--- src/rtl/edr_pkg.sv ---
package edr_pkg;
  localparam int NUM_CH  = 4;
  localparam int QDEPTH  = 4;
  localparam int CH_W    = $clog2(NUM_CH);
  localparam int MD_W    = 2;
  localparam int SZ_W    = 3;
  localparam int DIRECT_CH = 2;
  localparam logic [SZ_W-1:0] SZ_BAD_A = 3'd5;
  localparam logic [SZ_W-1:0] SZ_BAD_B = 3'd6;

  typedef struct packed {
    logic [CH_W-1:0] id;
    logic [MD_W-1:0] md;
    logic [SZ_W-1:0] sz;
  } req_desc_t;
endpackage

--- src/rtl/edr_decode.sv ---
module edr_decode
  import edr_pkg::*;
(
  input  logic            strobe,
  input  logic            dbus_req,
  input  logic            desc_vld,
  input  req_desc_t       desc,
  input  logic            last_vld,
  input  logic [CH_W-1:0] last_ch,
  input  logic            frozen,
  output logic            hit,
  output logic [CH_W-1:0] tgt_ch,
  output logic            tgt_direct,
  output logic            upd_last
);
  logic act;
  logic ch0_ok;

  assign act    = strobe & ~frozen;
  assign ch0_ok = (desc.md == '0) && (desc.sz != SZ_BAD_A) && (desc.sz != SZ_BAD_B);

  always_comb begin
    hit        = 1'b0;
    tgt_ch     = '0;
    tgt_direct = 1'b0;
    upd_last   = 1'b0;
    if (act && dbus_req) begin
      hit        = 1'b1;
      tgt_ch     = CH_W'(DIRECT_CH);
      tgt_direct = 1'b1;
    end else if (act && desc_vld) begin
      if (desc.id != '0) begin
        hit      = 1'b1;
        tgt_ch   = desc.id;
        upd_last = 1'b1;
      end else if (ch0_ok) begin
        hit      = 1'b1;
        tgt_ch   = '0;
        upd_last = 1'b1;
      end
    end else if (act && last_vld) begin
      hit    = 1'b1;
      tgt_ch = last_ch;
    end
  end

  // a bare strobe before any descriptor never hits
  always_comb begin
    p_first_bare_ignored_r2: assert (!(strobe && !dbus_req && !desc_vld && !last_vld) || !hit);
  end
endmodule

--- src/rtl/edr_fifo.sv ---
module edr_fifo #(
  parameter int DEPTH = 4,
  localparam int PTR_W = (DEPTH > 1) ? $clog2(DEPTH) : 1,
  localparam int CNT_W = $clog2(DEPTH + 1)
) (
  input  logic clk,
  input  logic rst_n,
  input  logic push,
  input  logic push_tag,
  input  logic pop,
  output logic not_empty,
  output logic head_tag
);
  logic [DEPTH-1:0] tag_q, tag_d;
  logic [PTR_W-1:0] wr_q, wr_d, rd_q, rd_d;
  logic [CNT_W-1:0] cnt_q, cnt_d;
  logic full, do_pop, do_push;

  assign full    = (cnt_q == CNT_W'(DEPTH));
  assign do_pop  = pop && (cnt_q != '0);
  assign do_push = push && (!full || do_pop);

  function automatic logic [PTR_W-1:0] bump(input logic [PTR_W-1:0] p);
    return (p == PTR_W'(DEPTH - 1)) ? '0 : p + PTR_W'(1);
  endfunction

  always_comb begin
    tag_d = tag_q;
    wr_d  = wr_q;
    rd_d  = rd_q;
    cnt_d = cnt_q;
    if (do_push) begin
      tag_d[wr_q] = push_tag;
      wr_d        = bump(wr_q);
    end
    if (do_pop) rd_d = bump(rd_q);
    case ({do_push, do_pop})
      2'b10:   cnt_d = cnt_q + CNT_W'(1);
      2'b01:   cnt_d = cnt_q - CNT_W'(1);
      default: cnt_d = cnt_q;
    endcase
  end

  always_ff @(posedge clk or negedge rst_n) begin
    if (!rst_n) begin
      tag_q <= '0;
      wr_q  <= '0;
      rd_q  <= '0;
      cnt_q <= '0;
    end else begin
      tag_q <= tag_d;
      wr_q  <= wr_d;
      rd_q  <= rd_d;
      cnt_q <= cnt_d;
    end
  end

  assign not_empty = (cnt_q != '0);
  assign head_tag  = not_empty & tag_q[rd_q];

  p_no_overflow_r6: assert property (@(posedge clk) disable iff (!rst_n)
    cnt_q <= CNT_W'(DEPTH));
  p_full_drop_r6: assert property (@(posedge clk) disable iff (!rst_n)
    (full && push && !pop) |=> (cnt_q == CNT_W'(DEPTH)));
  p_full_pushpop_r7: assert property (@(posedge clk) disable iff (!rst_n)
    (full && push && pop) |=> (cnt_q == CNT_W'(DEPTH)));
  p_empty_pop_r6: assert property (@(posedge clk) disable iff (!rst_n)
    (!not_empty && pop && !push) |=> !not_empty);
endmodule

--- src/rtl/edr_line.sv ---
module edr_line (
  input  logic clk,
  input  logic rst_n,
  input  logic req,
  input  logic busy,
  input  logic pop,
  output logic pend
);
  logic pend_q, pend_d;

  always_comb begin
    pend_d = pend_q;
    if (pop) pend_d = 1'b0;
    if (req && !busy) pend_d = 1'b1;
  end

  always_ff @(posedge clk or negedge rst_n) begin
    if (!rst_n) pend_q <= 1'b0;
    else        pend_q <= pend_d;
  end

  assign pend = pend_q;

  p_busy_ignored_r5: assert property (@(posedge clk) disable iff (!rst_n)
    (busy && !pend_q) |=> !pend_q);
endmodule

--- src/rtl/ext_dma_req_unit.sv ---
module ext_dma_req_unit
  import edr_pkg::*;
(
  input  logic              clk,
  input  logic              rst_n,
  input  logic              strobe_i,
  input  logic              dbus_req_i,
  input  logic              desc_vld_i,
  input  logic [CH_W-1:0]   desc_id_i,
  input  logic [MD_W-1:0]   desc_md_i,
  input  logic [SZ_W-1:0]   desc_sz_i,
  input  logic              ch0_busy_i,
  input  logic              ch0_end_flag_i,
  input  logic [NUM_CH-1:0] pop_i,
  output logic [NUM_CH-1:0] pend_o,
  output logic [NUM_CH-1:0] head_direct_o,
  output logic              bus_avail_o,
  output logic              frozen_o
);
  req_desc_t       desc;
  logic            hit, tgt_direct, upd_last;
  logic [CH_W-1:0] tgt_ch;
  logic            last_vld_q, last_vld_d;
  logic [CH_W-1:0] last_ch_q, last_ch_d;
  logic            frozen_q, frozen_d;
  logic            bavl_q, bavl_d;
  logic            ch0_hit, freeze_set;
  logic [NUM_CH-1:0] push_vec;

  assign desc = '{id: desc_id_i, md: desc_md_i, sz: desc_sz_i};

  edr_decode u_dec (
    .strobe     (strobe_i),
    .dbus_req   (dbus_req_i),
    .desc_vld   (desc_vld_i),
    .desc       (desc),
    .last_vld   (last_vld_q),
    .last_ch    (last_ch_q),
    .frozen     (frozen_q),
    .hit        (hit),
    .tgt_ch     (tgt_ch),
    .tgt_direct (tgt_direct),
    .upd_last   (upd_last)
  );

  assign ch0_hit    = hit && (tgt_ch == '0);
  assign freeze_set = ch0_hit && ch0_end_flag_i;

  always_comb begin
    for (int k = 0; k < NUM_CH; k++) push_vec[k] = hit && (tgt_ch == CH_W'(k));
    push_vec[0] = ch0_hit && !ch0_end_flag_i;
  end

  always_comb begin
    last_vld_d = last_vld_q;
    last_ch_d  = last_ch_q;
    if (upd_last) begin
      last_vld_d = 1'b1;
      last_ch_d  = tgt_ch;
    end
    frozen_d = frozen_q ? ch0_end_flag_i : freeze_set;
    bavl_d   = dbus_req_i && !strobe_i;
  end

  always_ff @(posedge clk or negedge rst_n) begin
    if (!rst_n) begin
      last_vld_q <= 1'b0;
      last_ch_q  <= '0;
      frozen_q   <= 1'b0;
      bavl_q     <= 1'b0;
    end else begin
      last_vld_q <= last_vld_d;
      last_ch_q  <= last_ch_d;
      frozen_q   <= frozen_d;
      bavl_q     <= bavl_d;
    end
  end

  for (genvar g = 0; g < NUM_CH; g++) begin : g_ch
    if (g == 0) begin : g_line
      edr_line u_line (
        .clk   (clk),
        .rst_n (rst_n),
        .req   (push_vec[g]),
        .busy  (ch0_busy_i),
        .pop   (pop_i[g]),
        .pend  (pend_o[g])
      );
      assign head_direct_o[g] = 1'b0;
    end else begin : g_q
      edr_fifo #(.DEPTH(QDEPTH)) u_fifo (
        .clk       (clk),
        .rst_n     (rst_n),
        .push      (push_vec[g]),
        .push_tag  (tgt_direct),
        .pop       (pop_i[g]),
        .not_empty (pend_o[g]),
        .head_tag  (head_direct_o[g])
      );
    end
  end

  assign bus_avail_o = bavl_q;
  assign frozen_o    = frozen_q;

  p_no_bus_avail_direct_r8: assert property (@(posedge clk) disable iff (!rst_n)
    (strobe_i && dbus_req_i) |=> !bus_avail_o);
  p_freeze_holds_r10: assert property (@(posedge clk) disable iff (!rst_n)
    (frozen_q && ch0_end_flag_i) |=> frozen_q);
  p_freeze_no_ch0_r10: assert property (@(posedge clk) disable iff (!rst_n)
    (freeze_set && !pend_o[0] && !pop_i[0]) |=> !pend_o[0]);
  p_frozen_no_hit_r10: assert property (@(posedge clk) disable iff (!rst_n)
    frozen_q |-> !hit);
  p_direct_keeps_last_r11: assert property (@(posedge clk) disable iff (!rst_n)
    (tgt_direct && !desc_vld_i) |=> $stable(last_ch_q) && $stable(last_vld_q));
endmodule

--- config.mk ---
export PLATFORM = sky130hd
export DESIGN_NAME = ext_dma_req_unit
export DESIGN_NICKNAME = d
export VERILOG_FILES = /design/src/rtl/edr_pkg.sv /design/src/rtl/edr_decode.sv /design/src/rtl/edr_fifo.sv /design/src/rtl/edr_line.sv /design/src/rtl/ext_dma_req_unit.sv
export SDC_FILE = /design/constraint.sdc
export NUM_CORES = 1
export LEC_CHECK = 0
export BUFFER_PORTS_ARGS = -buffer_cell sky130_fd_sc_hd__buf_2
export CAP_MARGIN = 0
export CELL_PAD_IN_SITES_DETAIL_PLACEMENT = 1
export CELL_PAD_IN_SITES_GLOBAL_PLACEMENT = 2
export CORE_MARGIN = 5
export CORE_UTILIZATION = 38
export CTS_CLUSTER_SIZE = 12
export DETAILED_ROUTE_END_ITERATION = 10
export PLACE_DENSITY_LB_ADDON = 0.1
export SLEW_MARGIN = 20
export SYNTH_ARGS = -nofsm -noshare
export SYNTH_HDL_FRONTEND = slang
export SYNTH_SLANG_ARGS = --single-unit
--- constraint.sdc ---
create_clock -name clk -period 2.8 [get_ports clk]
set_clock_uncertainty 0.2 [all_clocks]
set_input_delay 0.56 -clock clk [delete_from_list [all_inputs] [get_ports clk]]
set_output_delay 0.56 -clock clk [all_outputs]
set_load 0.02 [all_outputs]
# Word-level counts from Yosys, hierarchy flattened
# Cells that the tools add are included.
dict set report totals {
  elab_cells 143
  regBits 39
  out_inout_bits 10
}
dict set report classes {
  add_sub_neg 12
  bitwise_logic 5
  n_mux 39
  reduce_logical 41
  n_eq_ne 20
  n_lt_le_gt_ge 9
}
# operator count
set op_table {}
lappend op_table {{$eq A2 B2 Y1 const B} 11}
lappend op_table {{$logic_and A1 B1 Y1} 22}
lappend op_table {{$mux W2} 10}
lappend op_table {{$lt A2 B3 Y1 const B} 6}
lappend op_table {{$pmux W3 S2} 3}
lappend op_table {{$mux W1} 17}
lappend op_table {{$add A2 B1 Y2 const B} 6}
lappend op_table {{$bwmux W4} 3}
lappend op_table {{$reduce_bool A2 Y1} 5}
lappend op_table {{$add A3 B1 Y3 const B} 3}
lappend op_table {{$eq A3 B3 Y1 const B} 3}
lappend op_table {{$reduce_bool A3 Y1} 3}
lappend op_table {{$sub A3 B1 Y3 const B} 3}
lappend op_table {{$eq A2 B1 Y1 const B} 4}
lappend op_table {{$bmux W1 S2} 3}
lappend op_table {{$demux W1 S2} 3}
lappend op_table {{$ge A2 B1 Y1 const B} 3}
lappend op_table {{$logic_not A1 Y1} 6}
lappend op_table {{$ne A3 B3 Y1 const B} 2}
lappend op_table {{$and A1 B1 Y1} 4}
lappend op_table {{$logic_not A2 Y1} 2}
lappend op_table {{$logic_or A1 B1 Y1} 3}
lappend op_table {{$not A1 Y1} 1}

# Longest topological paths before layout
# Gate-level depths: netlist of the first run.
dict set report logic_depth {
  word_depth 11
  depth_mapped 11
}

# Cells and area by module
# A second synthesis of the first run with hierarchy kept.
dict set report unflattened {
  hier_cells 224
  hier_area_um2 2447.3
}
# module seq_area_each_um2 instances cells_per_inst area_each_um2
set by_module_without_submodules {}
lappend by_module_without_submodules {{edr_fifo (g_ch[1].g_q.u_fifo ...)} 275.3 2 66 710.7}
lappend by_module_without_submodules {{edr_fifo (g_ch[3].g_q.u_fifo)} 275.3 1 53 651.9}
lappend by_module_without_submodules {ext_dma_req_unit 125.1 1 18 221.5}
lappend by_module_without_submodules {edr_decode 0.0 1 17 107.6}
lappend by_module_without_submodules {edr_line 25.0 1 4 45.0}

# Least setup slack after synthesis of the first run
# No wires, ideal clock.
dict set report synth_path {
  kind {input-to-reg}
  from {input strobe_i}
  to {register g_ch[3].g_q.u_fifo.cnt_q[1]}
  path_slack_ns 0.051
  arrival_ns 2.466
  path_stages 8
  setup_time_ns 0.083
  cell_sequence {nor2b_1 o31ai_4 nor3_1 inv_1 ha_1 inv_1 fa_1 o21ai_0}
}
dict set report synth_via {
  elab_chain_len 10
}
# element line
set synth_lines {}
lappend synth_lines {{start: declaration} ext_dma_req_unit.sv:6} ;# input logic strobe_i,
lappend synth_lines {{$and A1 B1 Y1 *} edr_decode.sv:19} ;# assign act = strobe & ~frozen;
lappend synth_lines {{$logic_and A1 B1 Y1} edr_decode.sv:41} ;# end else if (act && last_vld) begin
lappend synth_lines {{$mux W2} edr_decode.sv:41}
lappend synth_lines {{$mux W2} edr_decode.sv:31} ;# end else if (act && desc_vld) begin
lappend synth_lines {{$mux W2} edr_decode.sv:27} ;# if (act && dbus_req) begin
lappend synth_lines {{$eq A2 B2 Y1} ext_dma_req_unit.sv:50} ;# for (int k = 0; k < NUM_CH; k++) push_vec[k] = hit && (tgt_ch == CH_W'(k));
lappend synth_lines {{$logic_and A1 B1 Y1 *} ext_dma_req_unit.sv:50}
lappend synth_lines {{$logic_and A1 B1 Y1 *} edr_fifo.sv:21} ;# assign do_push = push && (!full || do_pop);
lappend synth_lines {{$eq A2 B1 Y1 / $eq A2 B2 Y1 (equally long branches)} edr_fifo.sv:37} ;# case ({do_push, do_pop})
lappend synth_lines {{$pmux W3 S2 / $reduce_bool A2 Y1 (equally long branches)} -}
lappend synth_lines {{end signal: assignment} edr_fifo.sv:54} ;# cnt_q <= cnt_d;
lappend synth_lines {{end: declaration} edr_fifo.sv:16} ;# logic [CNT_W-1:0] cnt_q, cnt_d;
# Every way passes the cells marked *; elsewhere a longest branch is shown, timed or not.
# A chain may end at the register's enable or synchronous reset.

# Final worst setup path of the first run
dict set report layout_path {
  from {register g_ch[3].g_q.u_fifo.cnt_q[1]}
  to {register g_ch[3].g_q.u_fifo.cnt_q[2]}
}
dict set report layout_via {
  elab_chain_len 6
}
# element line
set layout_lines {}
lappend layout_lines {{$eq A3 B3 Y1 / $reduce_bool A3 Y1 (equally long branches)} {edr_fifo.sv:19, edr_fifo.sv:20}}
lappend layout_lines {{$logic_not A1 Y1 / $logic_and A1 B1 Y1 (equally long branches)} {edr_fifo.sv:21, edr_fifo.sv:20}}
lappend layout_lines {{$logic_or A1 B1 Y1} edr_fifo.sv:21}
lappend layout_lines {{$logic_and A1 B1 Y1} edr_fifo.sv:21}
lappend layout_lines {{$eq A2 B1 Y1 / $eq A2 B2 Y1 (equally long branches)} edr_fifo.sv:37}
lappend layout_lines {{$pmux W3 S2 / $reduce_bool A2 Y1 (equally long branches)} -}
# Parallel ways exist; a longest one is shown, timed or not.

==> results of run 1 <==
-- synthesized netlist by cell type (all sizes together), types with 3 or more instances --
master / n / area, µm²
inv: 20 / 75.1
and2: 5 / 31.3
clkbuf: 3 / 11.3
xor2: 5 / 43.8
buf: 8 / 60.1
xnor2: 3 / 26.3
o21ai: 7 / 35.0
nor3: 7 / 35.0
nand2: 14 / 52.6
or3: 3 / 18.8
a21o: 4 / 30.0
fa: 3 / 60.1
ha: 17 / 213
mux4: 3 / 67.6
a21boi: 9 / 67.6
nor2: 12 / 47.6
mux2: 12 / 135
dfrtp: 39 / 976
-- worst min path at each step --
stage	end	cells past startpoint
4_1_cts	bus_avail_o$_DFF_PN0_	2
3_3_place_gp	g_ch[3].g_q.u_fifo.cnt_q[2]$_DFFE_PN0P_	1
5_1_grt	bus_avail_o$_DFF_PN0_	2
2_1_floorplan	bus_avail_o$_DFF_PN0_	0
3_5_place_dp	g_ch[1].g_q.u_fifo.cnt_q[2]$_DFFE_PN0P_	1
6_report	g_ch[3].g_q.u_fifo.rd_q[1]$_DFFE_PN0P_	1
-- worst max-delay path, stage by stage (launching register included) --
cell and delay, ns:
dfrtp_1 0.42, nor4b_1 0.50, nor3_1 0.15, inv_1 0.09, ha_1 0.18, inv_1 0.06
fa_1 0.37, xor2_1 0.15, nor2_1 0.11, xor2_1 0.15
-- power breakdown --
part,internal [mW],leakage (nW),switching [mW]
clock,0.265,0.0581,0.205
sequential,0.759,0.491,0.208
combinational,0.436,0.675,0.432
-- kinds of logic (layout without fill, tap and decap cells) --
family | after synthesis | after routing | synth area share (%)
other | 1 | 1 | 0.167
xor gates and xnor gates | 8 | 8 | 3.13
muxes | 16 | 16 | 9.49
and+or+nand+nor | 52 | 52 | 11.8
buffers and inverters | 31 | 59 | 6.53
AOI/OAI and AO/OA | 38 | 38 | 13.2
adders and majority gates | 20 | 20 | 12.2
DFF | 39 | 39 | 43.5
-- per-stage QoR --
stage	worst slack [ns]	hold slack (ns)	instances
after floorplan	0.0509	0.0644	205
after global placement	0.139	0.264	300
after detailed placement	0.0636	0.278	300
after CTS	0.330	0.208	308
after global routing	0.198	0.201	308
final	0.345	0.187	308
-- flip-flops by register name (all words and copies together) (netlist names) --
register	count
g_ch.g_q.u_fifo.rd_q	6
last_ch_q	2
last_vld_q	1
g_ch.g_line.u_line.pend	1
g_ch.g_q.u_fifo.tag_q	12
g_ch.g_q.u_fifo.wr_q	6
g_ch.g_q.u_fifo.cnt_q	9
bus_avail_o	1
frozen_o	1
-- per-layer routing --
metal	track usage (%)	vias up	routed length (µm)
met5	0	-	0
met4	3.82	0	47
met3	3.99	4	190
met2	21.7	31	2210
met1	16.5	782	2030
li1	-	754	-
-- layout make-up --
class / instances / area [µm²]
inverters: 20 / 75.1
fillers: 662 / 3270
multi-input cells: 135 / 1120
clock inverters: 3 / 43.8
repair buffers: 31 / 168
clock buffers: 5 / 68.8
flip-flops and latches: 39 / 976
well taps: 75 / 93.8
==> flow_summary_export.csv, run 1 <==
group,metric,value,unit
clock_tree,htree_levels,2,
critical_path,reg2reg_depth,9,
critical_path,worstSetupEndpointType,"flip-flop",
yosys,async_reset_ff_share,100,%
floorplanning,pin_count,28,
critical_path,timing.rr.start,"g_ch[3].g_q.u_fifo.cnt_q[1]$_DFFE_PN0P_",
yosys,synth-seq-cells,39,
placed_design,gp_congestion,0.842,
clock_tree,clkLatencyLatePin,0.29,ns
power,finalPower,2.31,mW
route,vias,1571,
timing,fin_tns_setup,0,ns
layout,design_area,2540,µm²
floorplanning,num_rows,28,
yosys,ys.flop_type,"dfrtp_1",
critical_path,arrival,2.47,ns
clock_tree,cts_resized,0,
grt,grt_start_max_net_pins,40,
grt,grt_pass1_vias,1703,
yosys,ys_types,43,
timing,max_freq,407,MHz
placed_design,dpl-instance-area,2430,µm²
route,drc,0,
timing,period_share,87.7,%
timing,hold_viol,0,
layout,insertedDiodeCount,0,
floorplanning,fp.dieH,86.8,µm
floorplanning,dieArea,7540,µm²
timing,rsz0062_at_grt,"false",
yosys,synthesis.nets,243,
critical_path,worstSetupPathType,"flip-flop to flip-flop",
floorplanning,coreArea,5820,µm²
route,first_iter_violations,52,
critical_path,cp_max_fo,4,
route,finalWirelength,4.48,mm
critical_path,worstPathRequired,2.82,ns
critical_path,r2r-end,"g_ch[3].g_q.u_fifo.cnt_q[2]$_DFFE_PN0P_",
yosys,avgSynthCellArea,10.9,µm²
power,powerDensity,906,nW/µm²
clock_tree,cts-buffers-inserted,5,
layout,synthToLayoutAreaGrowth,13.5,%
yosys,ys_warn_count,0,
yosys,synthesis.area,2240,µm²
layout,final_cell_mix,"39 x dfrtp_1, 26 x buf_2, 20 x inv_1, 17 x ha_1, 14 x nand2_1",
grt,grt_pass1_wl,7.81,mm
route,viasPerCell,5.10,
layout,fin_nets,270,
clock_tree,clock-sinks,39,
clock_tree,post_cts.repair.setup_buffers,0,
grt,overflow,0,
yosys,synth_edf_count,0,
critical_path,r2r_slack,0.35,ns
layout,fin_util,43.8,%
critical_path,cp-endpoint,"g_ch[3].g_q.u_fifo.cnt_q[2]$_DFFE_PN0P_",
clock_tree,postCtsHoldBufs,0,
layout,final_common_cell,"dfrtp_1",
floorplanning,start_util,38.6,%
clock_tree,clock_path_buffers,2,
power,p_leak,1.22,nW
worst_hold_path,hp-class,"input pin to async pin",
grt,grt_antenna_before_repair,0,
layout,drive_above_1_share,25.3,%
yosys,synth_cells,205,
route,antenna_left,0,
power,ir_worst_vdd,0.375,mV
timing,setup_viol,0,
yosys,synth-seq-area-share,43.5,%
grt,gr-usage-all-layers,13.1,%
timing,relSlewSlack,40.2,%
route,wire_per_inst,14.5,µm
clock_tree,cts_tree,"yes",
placed_design,io_buffers,26,
placed_design,dp_hpwl,3.48,mm
route,dr.pass1.iters,4,
floorplanning,die_w,86.8,µm
status,status,"finished clean",
clock_tree,clockRootBuffer,"clkbuf_8",
timing,fin_crit,2.45,ns
clock_tree,cts.clk_slew.worst_paths,0.08,ns
timing,worst_slew_pin_slew,0.897,ns
critical_path,startpoint,"g_ch[3].g_q.u_fifo.cnt_q[1]$_DFFE_PN0P_",
timing,drv_slew,0,
run,maxCapViolations,0,
critical_path,startpoint_type,"flip-flop",
Note: power is estimated with default switching activity, not from simulation.
==> run 2, diff against run 1 <==
--- a/config.mk
+++ b/config.mk
@@ -13,6 +13,7 @@
 export CORE_UTILIZATION = 38
 export CTS_CLUSTER_SIZE = 12
 export DETAILED_ROUTE_END_ITERATION = 10
+export GPL_TIMING_DRIVEN = 0
 export PLACE_DENSITY_LB_ADDON = 0.1
 export SLEW_MARGIN = 20
 export SYNTH_ARGS = -nofsm -noshare
==> run 2 against run 1 <==
Utilization grew 1.2 points. Sequential share of layout area is 0.99 points lower. Non-clock buffer count grew 7. First-iteration DRC count is 40% lower. Register-to-register slack worse by 0.12 ns. Die area stayed put. Combinational power rose by 9.1%. Largest cell class unchanged. Largest power group unchanged.
==> flow_summary_export.csv, run 2 (synthesis gave the netlist of run 1 again) <==
group,metric,value,unit
status,status,"finished clean",
critical_path,startpoint_type,"input pin",
route,vias,1554,
timing,drv_slew,0,
clock_tree,clkLatencyLatePin,0.29,ns
critical_path,path_cells,"buf_2 -> nand3b_1 -> a21oi_4 -> nand3_1 -> nor2_2 -> inv_1 -> ha_1 -> inv_1 -> fa_1 -> xor2_1 -> nor2_1 -> xor2_1",
critical_path,slowest_delay,0.30,ns
critical_path,cpMaxStageDelayCell,"a21oi_4",
grt,grt_start_max_net_pins,40,
critical_path,timing.rr.start,"last_vld_q$_DFFE_PN0P_",
grt,gr-usage-all-layers,12.7,%
power,p_leak,1.25,nW
floorplanning,fp.dieH,86.8,µm
grt,grt_pass1_wl,7.61,mm
power,p_int,1.46,mW
clock_tree,clock-sinks,39,
floorplanning,dieArea,7540,µm²
clock_tree,clock_path_buffers,2,
layout,final_common_cell,"dfrtp_1",
critical_path,worstSetupPathType,"input pin to flip-flop",
critical_path,r2r-end,"g_ch[1].g_q.u_fifo.cnt_q[2]$_DFFE_PN0P_",
timing,setup_viol,0,
layout,largest_register_ffs,12,
layout,largest_register,"g_ch.g_q.u_fifo.tag_q",
layout,reg_top3,"g_ch.g_q.u_fifo.tag_q (12), g_ch.g_q.u_fifo.cnt_q (9)",
placed_design,dpl-instance-area,2460,µm²
timing,fin_tns_setup,0,ns
run,maxCapViolations,0,
timing,worst_slew_pin_slew,0.878,ns
power,seq_power_share,40.9,%
layout,fin_util,44.9,%
power,finalPower,2.31,mW
route,antenna_left,0,
critical_path,arrival,2.57,ns
power,combPwrFrac,40.9,%
route,wire_per_inst,13.7,µm
route,finalWirelength,4.32,mm
floorplanning,num_rows,28,
critical_path,path_delay_family,"simple AND/OR/NAND/NOR gates",
power,ir_worst_vdd,0.426,mV
critical_path,worstPathRequired,2.78,ns
timing,fin_crit,2.59,ns
layout,final_cell_mix,"39 x dfrtp_1, 24 x buf_2, 20 x inv_1, 17 x ha_1, 14 x nand2_1",
floorplanning,die_w,86.8,µm
clock_tree,clockRootBuffer,"clkbuf_8",
floorplanning,start_util,38.6,%
clock_tree,postCtsHoldBufs,0,
timing,max_freq,386,MHz
route,drc,0,
power,swShare,36.8,%
timing,relSlewSlack,41.5,%
clock_tree,cts-buffers-inserted,5,
floorplanning,pin_count,28,
critical_path,path_buf_inv,3,
timing,hold_viol,0,
grt,grt_pass1_vias,1728,
power,switchingPower,0.852,mW
critical_path,startpoint,"desc_vld_i",
route,dr.pass1.iters,3,
critical_path,cp_max_fo,7,
clock_tree,htree_levels,2,
layout,synthToLayoutAreaGrowth,16.5,%
grt,overflow,0,
clock_tree,cts.clk_slew.worst_paths,0.07,ns
route,viasPerCell,4.93,
grt,grt_antenna_before_repair,0,
power,powerDensity,886,nW/µm²
route,first_iter_violations,31,
layout,nFillCells,672,
layout,layout.cells.non_filler,315,
placed_design,dp_hpwl,3.33,mm
placed_design,post-place-cells,304,
layout,drive_above_1_share,27.9,%
critical_path,r2r_slack,0.23,ns
placed_design,io_buffers,24,
placed_design,gp_congestion,0.830,
power,pwr-share-clk,18.1,%
timing,rsz0062_at_grt,"false",
worst_hold_path,hp-class,"input pin to async pin",
layout,design_area,2610,µm²
critical_path,worstSetupEndpointType,"flip-flop",
floorplanning,coreArea,5820,µm²
layout,fin_nets,277,
clock_tree,cts_tree,"yes",
critical_path,reg2reg_depth,11,
layout,insertedDiodeCount,0,
timing,period_share,92.5,%
run 2: worst max path at each step:
stage                                         endpoint  slack [ns]  depth (start not counted)
2_1_floorplan  g_ch[3].g_q.u_fifo.cnt_q[1]$_DFFE_PN0P_        0.05                          8
3_3_place_gp   g_ch[3].g_q.u_fifo.cnt_q[1]$_DFFE_PN0P_       -0.39                          9
3_5_place_dp   g_ch[3].g_q.u_fifo.cnt_q[2]$_DFFE_PN0P_       -0.48                         11
4_1_cts        g_ch[3].g_q.u_fifo.cnt_q[2]$_DFFE_PN0P_        0.03                         10
5_1_grt        g_ch[1].g_q.u_fifo.cnt_q[1]$_DFFE_PN0P_        0.05                         10
6_report       g_ch[1].g_q.u_fifo.cnt_q[2]$_DFFE_PN0P_        0.21                         12
run 2: repair_timing:
item	4_1_cts	5_1_grt
buffers inserted	0	3
pin swaps	0	1
gates resized for setup	2	5
endpoints found under the hold margin	0	0
setup endpoints to repair	4	4
gates cloned	0	0
run 2: metal layers:
| layer | vias up | GRT usage (%) | part of all wire, % |
|---|---|---|---|
| met3 | 6 | 3.14 | 4.0 |
| met4 | 0 | 4.67 | 1.6 |
| met2 | 22 | 23.1 | 51 |
| met5 | - | 0 | 0 |
| li1 | 767 | - | - |
| met1 | 759 | 14.1 | 43 |
run 2: metrics by stage:
| step | hold WS (ns) | setup WS (ns) |
|---|---|---|
| 6_report | 0.183 | 0.209 |
| 5_1_grt | 0.209 | 0.0480 |
| 4_1_cts | 0.209 | 0.0298 |
| 3_5_place_dp | 0.284 | -0.479 |
| 3_3_place_gp | 0.264 | -0.394 |
| 2_1_floorplan | 0.0644 | 0.0509 |
run 2: final cells by class:
type	instances	area [µm²]	area share [%]
repair buffers	27	143	5.46
inverters	20	75.1	2.87
well taps	75	93.8	3.59
plain buffers	11	71.3	2.73
flip-flops and latches	39	976	37.4
clock buffers	8	100	3.83
multi-input cells	135	1150	44.2
run 2: power groups by stage:
stage	registers [mW]	clock network [mW]	logic (mW)
after global routing	0.982	0.462	1.08
final	0.947	0.420	0.947
after floorplan	0.908	0	0.733
after global placement	0.935	0	0.873
after detailed placement	0.960	0	0.941
after CTS	0.948	0.438	0.953
